File: src/rtl/cluster_xbar.sv
`timescale 1ns/1ps
module cluster_xbar #(
  parameter int DW = 16,
  localparam int NPE = 4,
  localparam int NBUS = 4,
  localparam int NPORT = 4,
  localparam int NLINK = NPE - 1,
  localparam int SELW = 3
) (
  input  logic [DW-1:0]             in_rd_a,
  input  logic [DW-1:0]             in_rd_b,
  input  logic [DW-1:0]             sp0_rd,
  input  logic [DW-1:0]             sp1_rd,
  input  logic [DW-1:0]             imm,
  input  logic [NBUS*SELW-1:0]      bus_sel,
  input  logic [NPE*DW-1:0]         pe_tx,
  input  logic [NPORT-1:0]          wb_sel,
  input  logic [NPORT-1:0]          wb_en,
  output logic [NBUS*DW-1:0]        bus,
  output logic [NPE*NLINK*DW-1:0]   pe_link_in,
  output logic [NPORT*DW-1:0]       sp_wdata,
  output logic [NPORT-1:0]          sp_we
);

  for (genvar b = 0; b < NBUS; b++) begin : g_bus
    logic [SELW-1:0] sel;
    logic [DW-1:0]   val;
    assign sel = bus_sel[b*SELW +: SELW];
    always_comb begin
      case (sel)
        3'd0:    val = in_rd_a;
        3'd1:    val = in_rd_b;
        3'd2:    val = sp0_rd;
        3'd3:    val = sp1_rd;
        3'd4:    val = imm;
        default: val = '0;
      endcase
    end
    assign bus[b*DW +: DW] = val;
  end

  for (genvar i = 0; i < NPE; i++) begin : g_pe
    for (genvar s = 0; s < NLINK; s++) begin : g_slot
      localparam int SRC = (i + s + 1) % NPE;
      assign pe_link_in[(i*NLINK+s)*DW +: DW] = pe_tx[SRC*DW +: DW];
    end
  end

  for (genvar p = 0; p < NPORT; p++) begin : g_port
    localparam int ALT = (p + 2) % NPE;
    logic [DW-1:0] pick;
    assign pick = wb_sel[p] ? pe_tx[ALT*DW +: DW] : pe_tx[p*DW +: DW];
    assign sp_wdata[p*DW +: DW] = wb_en[p] ? pick : '0;
    assign sp_we[p] = wb_en[p];
  end

endmodule

File: config.mk
export PLATFORM = sky130hd
export DESIGN_NAME = cluster_xbar
export DESIGN_NICKNAME = d
export VERILOG_FILES = /design/src/rtl/cluster_xbar.sv
export SDC_FILE = /design/constraint.sdc
export NUM_CORES = 1
export LEC_CHECK = 0
export BUFFER_PORTS_ARGS = -buffer_cell sky130_fd_sc_hd__buf_2
export CAP_MARGIN = 5
export CORE_AREA = 2 2 187 189
export DETAILED_ROUTE_END_ITERATION = 8
export DIE_AREA = 0 0 189 191
export PLACE_DENSITY = 0.52
export SYNTH_ARGS = -nofsm -noshare
export SYNTH_HDL_FRONTEND = slang
export SYNTH_SLANG_ARGS = --single-unit
File: constraint.sdc
create_clock -name vclk -period 1.2
set_clock_uncertainty 0.2 [all_clocks]
set_input_delay 0.12 -clock vclk [all_inputs]
set_output_delay 0.12 -clock vclk [all_outputs]
set_load 0.02 [all_outputs]
==> metrics.txt <==
outcome=complete, but fails checks; failing checks=setup timing; Mapped Cells=663; Area growth, synth to finish=78.0%; number of I/O port buffers=488; CP most frequent cell=buf_12; Initial DRC Count=about 340; Psw=roughly 2.6 mW; Tot GR Track Use=12.7%; Final Non-Filler Cells=approximately 1500; vias in the first global route=6129; slowest CP cell=mux2_4; Setup WS post-layout=-0.338 ns; relative slew slack=a little under 80%; Pre-antenna DRT Iters=5; RSZ-0062 raised after global routing=true; Post-Route WL=about 26 mm; clkbuf count=0; Avg Vias per Cell=between 4 and 5; VDD IR max=251 uV; GRT overflow=0; io pins=a little under 500; initial core utilization=between 10% and 20%; Routed Antenna Nets=0; Worst setup EP type=output pin; pre-CTS setup slack=-0.459 ns; clock share of power=0%; DR vias=between 6000 and 7000; FMAX=~650 MHz; most frequent cells in the layout=buf_2 (410), buf_6 (88), a22oi_2 (83), buf_4 (62), mux2i_1 (58); Seq cells=0; CP max stage delay=approximately 0.29 ns; final setup fails=64; YS warnings=0; CP max FO=8; total of max-cap violations=0; delay-heaviest family, CP=buffers and inverters; number of distinct library cells after synthesis=28; Synth Net Count=slightly above 800; fin crit share=128%; Switching Fraction=between 50 and 60%; Lkg Pwr=4.34 nW; Mean Syn Cell Area=approximately 7.8 um^2; wire per inst=between 15 and 20 um; layout cells sized above 1=between 80% and 90%; PwrDens=a little over 500 nW/um^2; Worst Hold Class=primary input to output pin; placed insts=between 1000 and 1500; routability cong.=about 0.92; die width=around 190 um; die area=between 30000 and 40000 um^2; buffer and inverter count on the worst path=4; Seq. cell area=0 um^2; mapped cell area=5170 um^2; core footprint=about 34000 um^2; Setup CP Type=primary input to output pin; DRC viols=0; worst path required time=about 0.88 ns; Hold Fails Final Rpt=0; Startpoint Class=primary input; Least-Margin Pin Slew=0.315 ns; max-slew violations=0; commonest non-fill, non-tap cell in the layout=buf_2; global-route wire length before repair=36.5 mm; Layout Nets=~1200; row cnt=68; critical path cell sequence=buf_12, buf_12, mux2_4, a32oi_1, buf_4, o21ai_4, buf_6; hpwl dp=between 20 and 25 mm; sequential area share after synthesis=0%; minimum clock period=approximately 1.5 ns; Combinational Power Share=100.0%; Worst EP arrival=1.22 ns; Flop pwr share=0%; Filler cells=between 3000 and 4000; Int Power=2.11 mW; largest net degree at the start of global routing=26; Die H=roughly 190 um; initial antenna violation count=1
-- synthesized netlist by cell type --
| library cell | n | area [um^2] |
|---|---|---|
| nand3b_1 | 6 | 45.0 |
| buf_2 | 21 | 105 |
| nor3b_1 | 3 | 22.5 |
| nor2_4 | 3 | 33.8 |
| mux2_2 | 31 | 349 |
| buf_6 | 4 | 45.0 |
| mux2i_1 | 67 | 671 |
| a32oi_1 | 16 | 140 |
| inv_1 | 1 | 3.75 |
| buf_12 | 1 | 20.0 |
| mux2_4 | 9 | 135 |
| nor2b_2 | 1 | 8.76 |
| and2b_4 | 1 | 10.0 |
| a311o_1 | 3 | 30.0 |
| o22ai_1 | 45 | 282 |
| clkbuf_1 | 14 | 52.6 |
| nor3_1 | 3 | 15.0 |
| mux2_1 | 21 | 236 |
| nor2b_1 | 68 | 425 |
| nand2_1 | 1 | 3.75 |
| a22oi_1 | 102 | 766 |
| buf_4 | 212 | 1590 |
| o21ai_1 | 16 | 80.1 |
| a21oi_1 | 6 | 30.0 |
| nor2b_4 | 3 | 41.3 |
| nor2_2 | 1 | 6.26 |
| a2bb2oi_1 | 1 | 8.76 |
| buf_1 | 3 | 11.3 |
-- logic make-up (layout without fill, tap and decap cells) --
family                 Yosys count  after routing  share of synthesized area, %
AO/OA/AOI/OAI                  189            189                          25.9
buffers and inverters          256            596                          35.4
multiplexers                   128            128                          26.9
AND/OR/NAND/NOR                 90             90                          11.8
other                            0              1                             0
-- routing by layer --
| layer | track usage [%] | vias to the layer above | routed length [um] | part of all wire (%) |
|---|---|---|---|---|
| met5 | 0 | - | 0 | 0 |
| met4 | 4.63 | 0 | 1010 | 3.9 |
| met3 | 1.12 | 68 | 2210 | 8.5 |
| met2 | 21.6 | 459 | 12600 | 49 |
| met1 | 16.5 | 3215 | 10200 | 39 |
| li1 | - | 2961 | - | - |
-- per-stage QoR --
stage	total power, mW	instance area, um^2	utilization (%)	hold slack [ns]	setup TNS (ns)
6_report	4.74	9200	27.0	0.314	-14.87
5_1_grt	4.96	9200	27.0	0.322	-16.97
4_1_cts	4.59	8940	26.2	0.314	-14.76
3_5_place_dp	3.94	7720	22.6	0.312	-23.49
3_3_place_gp	3.94	7720	22.6	0.309	-23.29
2_1_floorplan	2.79	5820	-	0.153	-1.32
-- what timing repair did --
item | 4_1_cts | 5_1_grt
setup buffers | 9 | 2
endpoints found under the setup margin | 64 | 88
pin swaps | 54 | 19
hold buffers | 0 | 0
gates resized for setup | 274 | 54
cloned | 5 | 2
-- power by group through the flow --
stage                     combinational (mW)  sequential, mW   clock (mW)
after floorplan                         2.79               0            0
after global placement                  3.94               0            0
after detailed placement                3.94               0            0
after CTS                               4.59               0            0
after global routing                    4.96               0            0
final                                   4.74               0  0.000000112
-- area by class of cell --
cell class	instances	area, um^2	area share (%)
Antenna cell	1	2.50	0.0272
Multi-Input combinational cell	407	4430	48.1
Tap cell	455	569	6.19
Inverter	1	3.75	0.0408
Timing Repair Buffer	595	4200	45.6
-- worst paths after layout --
kind,start,endpoint,cells past startpoint
max,bus_sel[3],bus[25],7
min,pe_tx[51],pe_link_in[99],2
(Power assumes the default switching activity.)
